[config.mk]
export PLATFORM = sky130hd
export DESIGN_NAME = sr_prot_unit
export DESIGN_NICKNAME = d
export VERILOG_FILES = /design/src/rtl/sr_prot_pkg.sv /design/src/rtl/sr_prot_decode.sv /design/src/rtl/sr_status_fmt.sv /design/src/rtl/sr_prot_unit.sv
export SDC_FILE = /design/constraint.sdc
export NUM_CORES = 1
export LEC_CHECK = 0
export BUFFER_PORTS_ARGS = -buffer_cell sky130_fd_sc_hd__buf_2
export CAP_MARGIN = 20
export CELL_PAD_IN_SITES_DETAIL_PLACEMENT = 1
export CELL_PAD_IN_SITES_GLOBAL_PLACEMENT = 1
export CORE_ASPECT_RATIO = 0.9
export CORE_UTILIZATION = 17
export DETAILED_ROUTE_END_ITERATION = 16
export PLACE_DENSITY = 0.74
export SYNTH_ARGS = -nofsm -noshare
export SYNTH_HDL_FRONTEND = slang
export SYNTH_SLANG_ARGS = --single-unit
[constraint.sdc]
create_clock -name clk -period 1.5 [get_ports clk]
set_clock_uncertainty 0.15 [all_clocks]
set_input_delay 0.15 -clock clk [delete_from_list [all_inputs] [get_ports clk]]
set_output_delay 0.15 -clock clk [all_outputs]
set_load 0.02 [all_outputs]
[src/rtl/sr_prot_pkg.sv]
package sr_prot_pkg;

    typedef struct packed {
        logic       lock_en;
        logic [1:0] level;
        logic       wel;
    } sr_state_t;

    // Level decode on the two most significant address bits.
    function automatic logic level_hits(input logic [1:0] level, input logic [1:0] top2);
        case (level)
            2'b01:   return (top2 == 2'b11);
            2'b10:   return top2[1];
            2'b11:   return 1'b1;
            default: return 1'b0;
        endcase
    endfunction

endpackage

[src/rtl/sr_prot_decode.sv]
module sr_prot_decode #(
    parameter int ADDR_W = 14
) (
    input  logic [1:0]        level,
    input  logic [ADDR_W-1:0] addr,
    output logic              hit
);
    import sr_prot_pkg::*;

    localparam int TOP = ADDR_W - 1;

    logic [1:0] top2;

    always_comb begin
        top2 = addr[TOP -: 2];
        hit  = level_hits(level, top2);
    end
endmodule

[src/rtl/sr_status_fmt.sv]
module sr_status_fmt (
    input  sr_prot_pkg::sr_state_t st,
    input  logic                   busy,
    output logic [7:0]             byte_o
);
    always_comb begin
        if (busy) begin
            byte_o = 8'hFF;
        end else begin
            byte_o = {st.lock_en, 3'b000, st.level, st.wel, 1'b0};
        end
    end
endmodule

[src/rtl/sr_prot_unit.sv]
module sr_prot_unit #(
    parameter int         ADDR_W    = 14,
    parameter logic [1:0] RST_LEVEL = 2'b00,
    parameter logic       RST_LOCK  = 1'b0
) (
    input  logic              clk,
    input  logic              rst_n,
    input  logic              wen_set,
    input  logic              wen_clr,
    input  logic              sr_commit,
    input  logic [7:0]        sr_wdata,
    input  logic              wp_n,
    input  logic              busy,
    input  logic              cyc_done,
    input  logic [ADDR_W-1:0] probe_addr,
    output logic [7:0]        status,
    output logic              arr_ok,
    output logic              sr_ok
);
    import sr_prot_pkg::*;

    localparam int        LOCK_BIT = 7;
    localparam int        LVL_HI   = 3;
    localparam sr_state_t RST_ST   = '{lock_en: RST_LOCK, level: RST_LEVEL, wel: 1'b0};

    sr_state_t st_d, st_q;
    logic      prot_hit;
    logic      hw_lock;

    sr_prot_decode #(.ADDR_W(ADDR_W)) u_decode (
        .level (st_q.level),
        .addr  (probe_addr),
        .hit   (prot_hit)
    );

    sr_status_fmt u_fmt (
        .st     (st_q),
        .busy   (busy),
        .byte_o (status)
    );

    always_comb begin
        hw_lock = st_q.lock_en & ~wp_n;
        arr_ok  = st_q.wel & ~busy & ~prot_hit;
        sr_ok   = st_q.wel & ~busy & ~hw_lock;

        st_d = st_q;
        if (!busy) begin
            if (sr_commit && sr_ok) begin
                st_d.lock_en = sr_wdata[LOCK_BIT];
                st_d.level   = sr_wdata[LVL_HI -: 2];
            end
            if (wen_set) begin
                st_d.wel = 1'b1;
            end
            if (wen_clr) begin
                st_d.wel = 1'b0;
            end
        end
        if (cyc_done) begin
            st_d.wel = 1'b0;
        end
    end

    always_ff @(posedge clk or negedge rst_n) begin
        if (!rst_n) begin
            st_q <= RST_ST;
        end else begin
            st_q <= st_d;
        end
    end
endmodule

==> results.toml, run 1 <==
[status]
status = "finished clean"

[worst_setup_path]
cp.arrival_ns = 1.20
critPathLaunch = "st_q[1]$_DFFE_PN0P_"
worstSetupPathType = "flip-flop to output pin"
cp-start-kind = "flip-flop"
reg2reg_from = "st_q[3]$_DFFE_PN0P_"
cp_max_fo = 2
cp-end-kind = "output pin"
required_ns = 1.20

[floorplanning]
core_sq_um = 1480
ios = 40
start_util = 0.1868
rows = 13
die_h_um = 40.26
die_x_um = 44.51
dieArea_sq_um = 1792

[finish]
antennaDiodeCount = 0
max_flop_register = "st_q"
mostFrequentLayoutCells = "buf_2 (19), dlygate4sd3_1 (5), or2_2 (4), buf_4 (4), dfrtp_1 (4)"
reg_top3 = "st_q: 4 flops"
largest_reg_flops = 4
final_cells = 77
drive_gt1_frac = 0.7091
syn_to_final_growth_pct = 85.07
layout_commonest_cell = "buf_2"
nets = 87

[placed_design]
placed_cells = 65
hpwl_um = 539.1
place.gp.congestion = 0.6690
placement.io_buffers = 22

[clocking]
clock_latency_ns = 0.23
root_buffer = "clkbuf_4"
htreeDepth = 1
cts_buffers = 3
clock-sinks = 4
cts_tree = "yes"
clk_pin_slew_ns = 0.04
cts_buffer_depth = 2

[synthesis]
synth_nets = 55
yosysTopAreaCell = "dfrtp_1"
synth_area_per_cell_sq_um = 11.06
synth_warnings = 0
yosys_register_bits = 4
yosysSeqAreaShare = 0.3620
syn_area_sq_um = 276.5
synth.area.top_cells = "dfrtp_1 (36%), mux2_4 (16%), buf_4 (11%)"
yosysUniqueCellTypes = 11
synth_cells = 25
synth_top_area_frac = 0.3620

[grt]
grt_pass1_wl_um = 1097
grt_start_max_net_pins = 11
antenna_found_initial = 0
overflow = 0
grt_pass1_vias = 250
global_route.usage.total = 0.09612

[power_and_ir_drop]
internal-power_uw = 358.4
pwr-share-clk = 0.253
power.leakage_nw = 0.2808
seq_power_share = 0.311
p_comb_frac = 0.436
sw_frac_of_total = 0.2939
p_total_uw = 507.6
irDropWorstVdd_mv = 0.3486
switching_power_uw = 149.2
p_per_area_nw_per_um2 = 991.8

[timing]
maxSlewViolCount = 0
rsz0062_at_grt = "yes"
finalCritPeriodShare = 0.9971
whs_ns = 0.01068
setup_viol = 0
finalSetupTns_ns = 0
hold_viol = 0
fmax_mhz = 668.6
tightest_slew_ns = 0.1976
final.min_clock_period_ns = 1.496
relSlewSlack = 0.8683

[detailed_routing]
antenna_left = 0
wire_per_inst_um = 9.558
wl_um = 736
drtIter0Drc = 0
firstDrtPassIters = 1
vias = 290
drc = 0
vias_per_cell = 3.766

[job]
drv_cap = 0

[hold_path]
hp-class = "primary input to flip-flop"
hold_start = "sr_wdata[3]"
path summary, 6_finish.rpt:
check,cells past startpoint,endpoint,slack (ns)
max in group asynchronous,2,st_q[0]$_DFFE_PN0P_,0.99
max,3,arr_ok,0.004
min reg2reg,1,st_q[3]$_DFFE_PN0P_,0.46
min,2,st_q[2]$_DFFE_PN0P_,0.01
min in group asynchronous,2,st_q[3]$_DFFE_PN0P_,0.10
max reg2reg,2,st_q[2]$_DFFE_PN0P_,0.14
worst max-delay path: stages (launching register included):
cell and delay, ns:
dfrtp_1 0.39, a21o_1 0.17, a221oi_2 0.22, buf_4 0.18
cell type report:
cell class	instances	area (sq um)
fill	175	968.4
timing repair buffer	31	209.0
multi-input combinational	14	141.4
sequential	4	100.1
tap	22	27.53
clock buffer	3	22.52
inverter	3	11.26
stage by stage:
step             util  instance area, sq um  setup slack (ns)
6_report       0.3457                 511.7          0.004366
5_1_grt        0.3457                 511.7          -0.06484
4_1_cts        0.3347                 495.5          0.001134
3_5_place_dp   0.2595                 384.1            0.1572
3_3_place_gp   0.2595                 384.1            0.1709
2_1_floorplan       -                 276.5           0.06456
logic make-up (layout without fill, tap and decap cells):
family                 count (synthesis)  count (layout)  share of synthesized area
AO/OA/AOI/OAI                          6               6                     0.1856
buffers and inverters                  7              37                     0.1493
flip-flops                             4               4                     0.3620
multiplexers                           3               3                     0.1629
AND/OR/NAND/NOR                        5               5                     0.1402
repair_timing:
action | 4_1_cts | 5_1_grt
resized for setup | 2 | 5
pin swaps | 0 | 1
buffers inserted | 4 | 0
setup endpoints to repair | 1 | 3
hold buffers | 5 | 0
cloned | 0 | 0
hold endpoints to repair | 7 | 0
power by group through the flow:
stage	Sequential (mW)	Clock [mW]	Combinational [mW]
after floorplan	0.153	0	0.104
after global placement	0.160	0	0.135
after detailed placement	0.163	0	0.139
after CTS	0.154	0.138	0.206
after global routing	0.162	0.148	0.239
final	0.158	0.128	0.221
synth_stat cells (all sizes together):
library cell	n
buf	4
dfrtp	4
or2	4
inv	3
mux2	3
a21oi	2
a211o	1
a211oi	1
a21o	1
a221oi	1
nand2b	1
per-layer routing:
layer	up-vias	wire, um	share of wire	GRT usage
met5	-	0	0	0
met2	14	402	0.55	0.1544
met3	0	54	0.073	0.06757
li1	142	-	-	-
met4	0	0	0	0.04545
met1	134	279	0.38	0.09626
No activity file was read; power rests on OpenSTA's default activity.
==> run 2: changes to the inputs <==
--- a/constraint.sdc
+++ b/constraint.sdc
@@ -4,2 +4,2 @@
 set_output_delay 0.15 -clock clk [all_outputs]
-set_load 0.02 [all_outputs]
+set_load 0.05 [all_outputs]
==> run 2 against run 1 <==
The run now ends with setup timing left. Wire length shrank 2.4%. Global-route usage barely moved. Utilization rose by 0.34 points. First-iteration DRC count grew 2. Sequential share of layout area fell by 0.19 points. Non-clock buffer count down 2. Critical path depth is the same. Sequential power barely moved. Critical endpoint unchanged. Highest routed layer unchanged.
==> results.toml, run 2 (same netlist as run 1, synthesis figures left out) <==
[clocking]
cts_tree = "yes"
cts_buffers = 3
cts_buffer_depth = 2
clock-sinks = 4
root_buffer = "clkbuf_4"
clk_pin_slew_ns = 0.04
htreeDepth = 1
clock_latency_ns = 0.23

[worst_setup_path]
reg2reg_from = "st_q[0]$_DFFE_PN0P_"
required_ns = 1.20
path_buf_inv = 2
crit_path_top_delay_cell = "dfrtp_1"
worstSetupPathType = "flip-flop to output pin"
cp-end-kind = "output pin"
slowest_delay_ns = 0.38
path_cells = "buf_4 > a221oi_4 > buf_6"
cp_top_family = "flip-flops"
r2r_setup_slack_ns = 0.14
cp.arrival_ns = 1.23
cp_max_fo = 3
rr_endpoint = "st_q[3]$_DFFE_PN0P_"
reg2reg_depth = 3
cp-start-kind = "flip-flop"

[power_and_ir_drop]
power.leakage_nw = 0.2741
irDropWorstVdd_mv = 0.3036
p_total_uw = 566.9
p_per_area_nw_per_um2 = 1097

[finish]
multi_input_area_sq_um = 156.4
seqCellArea_sq_um = 100.1
reg_top3 = "st_q: 4 flops"
fillers = 183
max_flop_register = "st_q"
fin_area_sq_um = 516.7
syn_to_final_growth_pct = 86.88
layout_commonest_cell = "buf_2"
final_cells = 75
nets = 85
antennaDiodeCount = 0
mostFrequentLayoutCells = "buf_2 (19), or2_2 (4), dlygate4sd3_1 (4), dfrtp_1 (4)"
largest_reg_flops = 4
drive_gt1_frac = 0.7358

[floorplanning]
core_sq_um = 1480
die_h_um = 40.26
start_util = 0.1868
dieArea_sq_um = 1792
ios = 40
die_x_um = 44.51
rows = 13

[timing]
fmax_mhz = 654.6
setup_viol = 1
maxSlewViolCount = 0
rsz0062_at_grt = "yes"
finalCritPeriodShare = 1.018
worst_slack_ns = -0.02758
whs_ns = 0.004175
tightest_slew_ns = 0.2546
hold_viol = 0
final.min_clock_period_ns = 1.528
finalSetupTns_ns = -0.02758
relSlewSlack = 0.8314

[detailed_routing]
wire_per_inst_um = 9.573
drtIter0Drc = 2
vias = 273
wl_um = 718
drc = 0
antenna_left = 0
firstDrtPassIters = 2
vias_per_cell = 3.640

[job]
drv_cap = 0

[placed_design]
placed_cells = 67
place.gp.congestion = 0.6594
place_area_sq_um = 420.4
placement.io_buffers = 22
hpwl_um = 577.4

[status]
violations = "setup timing"
status = "finished with violations"

[grt]
overflow = 0
grt_start_max_net_pins = 11
global_route.usage.total = 0.09602
grt_pass1_wl_um = 1083
antenna_found_initial = 0
grt_pass1_vias = 283

[hold_path]
hp-class = "primary input to flip-flop"
hold_depth = 2
hold_start = "sr_wdata[2]"
hold_end = "st_q[1]$_DFFE_PN0P_"
==> run 2: cell types whose count changed in the layout (fill, tap and decap cells not counted) <==
cell	before	now
a221oi_2	1	0
buf_8	0	1
a221oi_4	0	1
buf_4	4	2
a21oi_1	2	1
dlygate4sd3_1	5	4
a21oi_2	0	1
==> run 2: power by group <==
| group | switching, mW | leakage, nW | internal [mW] | total [mW] |
|---|---|---|---|---|
| clock network | 0.0429 | 0.0138 | 0.0894 | 0.132 |
| logic | 0.146 | 0.210 | 0.134 | 0.279 |
| registers | 0.0224 | 0.0502 | 0.133 | 0.155 |
==> run 2: layer usage <==
metal | share of wire | GRT usage | vias up | wire (um)
met5 | 0 | 0 | - | 0
met4 | 0 | 0.1136 | 0 | 0
li1 | - | - | 137 | -
met1 | 0.40 | 0.07467 | 119 | 286
met2 | 0.52 | 0.1838 | 17 | 372
met3 | 0.082 | 0.02703 | 0 | 59
==> run 2: how the worst max path moves through the flow <==
stage | start | to | slack (ns) | cells after the start
floorplan | st_q[1]$_DFFE_PN0P_ | arr_ok | 0.06 | 2
global placement | st_q[1]$_DFFE_PN0P_ | arr_ok | 0.10 | 3
detailed placement | st_q[1]$_DFFE_PN0P_ | arr_ok | 0.1 | 3
CTS | st_q[1]$_DFFE_PN0P_ | arr_ok | -0.05 | 3
global route | st_q[1]$_DFFE_PN0P_ | arr_ok | -0.08 | 3
finish | st_q[1]$_DFFE_PN0P_ | arr_ok | -0.03 | 3
==> run 2: stage by stage <==
stage                     setup slack [ns]  utilization
after floorplan                    0.06173            -
after global placement              0.1045       0.2840
after detailed placement           0.09754       0.2840
after CTS                         -0.05008       0.3440
after global routing              -0.08127       0.3491
final                             -0.02758       0.3491
==> run 2: worst register-to-register path: stages (launching register included) <==
cell	delay (ns)
dfrtp_1	0.39
nand2b_4	0.09
a211o_4	0.30
mux2_4	0.30
==> run 2: timing repair <==
item                       CTS  global route
setup buffers                1             0
resized for setup            6             2
setup endpoints to repair    3             3
gates cloned                 0             0
pin swaps                    2             1
hold buffers                 4             0
hold endpoints to repair     6             0
==> run 2: area by class of cell <==
type                            count  area share
Timing Repair Buffer               29      0.3850
Multi-Input combinational cell     14      0.3027
Sequential cell                     4      0.1937
Tap cell                           22     0.05327
Clock buffer                        3     0.04358
Inverter                            3     0.02179
==> run 3: changes to the inputs <==
Settings changed: CORE_ASPECT_RATIO 0.9 to 1.1, CORE_UTILIZATION 17 to 18, CTS_BUF_LIST set to sky130_fd_sc_hd__clkbuf_4 sky130_fd_sc_hd__clkbuf_8, PLACE_DENSITY 0.74 to 0.77.
==> run 3 against run 2 <==
The flow still finishes with violations (setup timing). Cell area rose by 4.4%. Highest routed layer unchanged. Sequential cell count did not move. Die area fell by 5.3%. Sequential share of layout area fell by 0.81 points. Utilization rose by 3.6 points. Wire length rose by 3.8%. Global-route usage rose by 0.60 points. Largest cell class unchanged. Critical path type unchanged.
==> results.toml, run 3 (same netlist as run 1, synthesis figures left out) <==
[finish]
postLayoutCoreUtil = 0.3848
max_flop_register = "st_q"
largest_reg_flops = 4
antennaDiodeCount = 0
layout_commonest_cell = "buf_2"
drive_gt1_frac = 0.7143
mostFrequentLayoutCells = "buf_2 (19), dlygate4sd3_1 (6), dfrtp_1 (4)"
reg_top3 = "st_q: 4 flops"
nets = 88
fillers = 182
syn_to_final_growth_pct = 95.02
fin_area_sq_um = 539.3

[timing]
maxSlewViolCount = 0
worst_slack_ns = -0.04879
whs_ns = 0.1048
tightest_slew_ns = 0.2544
relSlewSlack = 0.8316
fmax_mhz = 645.7
rsz0062_at_grt = "yes"
finalCritPeriodShare = 1.033
final.min_clock_period_ns = 1.549
setup_viol = 1
hold_viol = 0

[detailed_routing]
drc = 0
wl_um = 745
antenna_left = 0
wire_per_inst_um = 10.35
drtIter0Drc = 0
vias_per_cell = 4.000
firstDrtPassIters = 1
vias = 288

[worst_setup_path]
critPathLaunch = "st_q[1]$_DFFE_PN0P_"
rr_endpoint = "st_q[2]$_DFFE_PN0P_"
cp_max_fo = 3
cp-end-kind = "output pin"
slowest_delay_ns = 0.38
path_buf_inv = 1
required_ns = 1.20
path_cells = "a21o_1 > a221oi_4 > buf_6"
crit_path_top_delay_cell = "dfrtp_1"
cp.arrival_ns = 1.25
reg2reg_from = "st_q[0]$_DFFE_PN0P_"
reg2reg_depth = 3
r2r_setup_slack_ns = 0.14
worstSetupPathType = "flip-flop to output pin"
cp-start-kind = "flip-flop"
cp_top_family = "compound AO/OA/AOI/OAI gates"

[power_and_ir_drop]
irDropWorstVdd_mv = 0.3022
p_per_area_nw_per_um2 = 1081
power.leakage_nw = 0.2881
p_total_uw = 582.7

[floorplanning]
rows = 14
core_sq_um = 1401
ios = 40
start_util = 0.1973
die_h_um = 43.11
die_x_um = 39.37
dieArea_sq_um = 1697

[clocking]
cts_buffers = 3
clock_latency_ns = 0.23
clk_pin_slew_ns = 0.04
cts_buffer_depth = 2
clock-sinks = 4
cts_tree = "yes"
htreeDepth = 1
root_buffer = "clkbuf_4"

[grt]
grt_start_max_net_pins = 11
grt_pass1_vias = 280
overflow = 0
global_route.usage.total = 0.1021
grt_pass1_wl_um = 1069
antenna_found_initial = 0

[job]
drv_cap = 0

[hold_path]
hold_depth = 3
hp-class = "primary input to flip-flop"
hold_end = "st_q[0]$_DFFE_PN0P_"
hold_start = "busy"

[status]
status = "finished with violations"
violations = "setup timing"

[placed_design]
placement.io_buffers = 22
place.gp.congestion = 0.6429
pre_cts_slack_ns = 0.09793
place_area_sq_um = 412.9
[run 3: cell count changes in the layout (fill, tap and decap cells not counted)]
cell,previous run,this run
dlygate4sd3_1,4,6
buf_4,2,3
or2_2,4,3
or2_4,0,1
[run 3: what timing repair did]
item                                    CTS  global route
setup buffers                             1             1
hold buffers                              6             0
pin swaps                                 2             0
gates resized for setup                   6             3
endpoints found under the hold margin     8             0
endpoints found under the setup margin    3             3
[run 3: where the power goes]
group          switching, mW  internal, mW  total, mW
Combinational          0.147         0.148      0.296
Clock                 0.0414        0.0893      0.131
Sequential            0.0233         0.133      0.156
[run 3: how the worst max path moves through the flow]
| stage | end | slack [ns] | cells past startpoint |
|---|---|---|---|
| 2_1_floorplan | arr_ok | 0.06 | 2 |
| 3_3_place_gp | arr_ok | 0.10 | 3 |
| 3_5_place_dp | arr_ok | 0.1 | 3 |
| 4_1_cts | arr_ok | -0.06 | 3 |
| 5_1_grt | arr_ok | -0.11 | 3 |
| 6_report | arr_ok | -0.05 | 3 |
[run 3: area by class of cell]
| class | instances | area, sq um | area share |
|---|---|---|---|
| timing repair buffer | 32 | 226.5 | 0.4200 |
| inverter | 3 | 11.26 | 0.02088 |
| sequential | 4 | 100.1 | 0.1856 |
| tap | 16 | 20.02 | 0.03712 |
| multi-input combinational | 14 | 158.9 | 0.2947 |
| clock buffer | 3 | 22.52 | 0.04176 |
[run 3: worst min-delay path, cell delays in order]
cell	delay [ns]
buf_2	0.14
inv_1	0.08
a211oi_1	0.07
[run 3: layer usage]
layer / vias to the layer above / share of wire / GRT usage
met5: - / 0 / 0
met4: 0 / 0 / 0.08276
met3: 0 / 0.11 / 0.05236
met2: 22 / 0.49 / 0.1667
met1: 122 / 0.40 / 0.08710
li1: 144 / - / -
[run 3: metrics by stage]
| stage | setup TNS (ns) | cells |
|---|---|---|
| 3_5_place_dp | 0 | 61 |
| 5_1_grt | -0.1487 | 72 |
| 4_1_cts | -0.05872 | 71 |
| 2_1_floorplan | 0 | 25 |
| 3_3_place_gp | 0 | 61 |
| 6_report | -0.04879 | 72 |
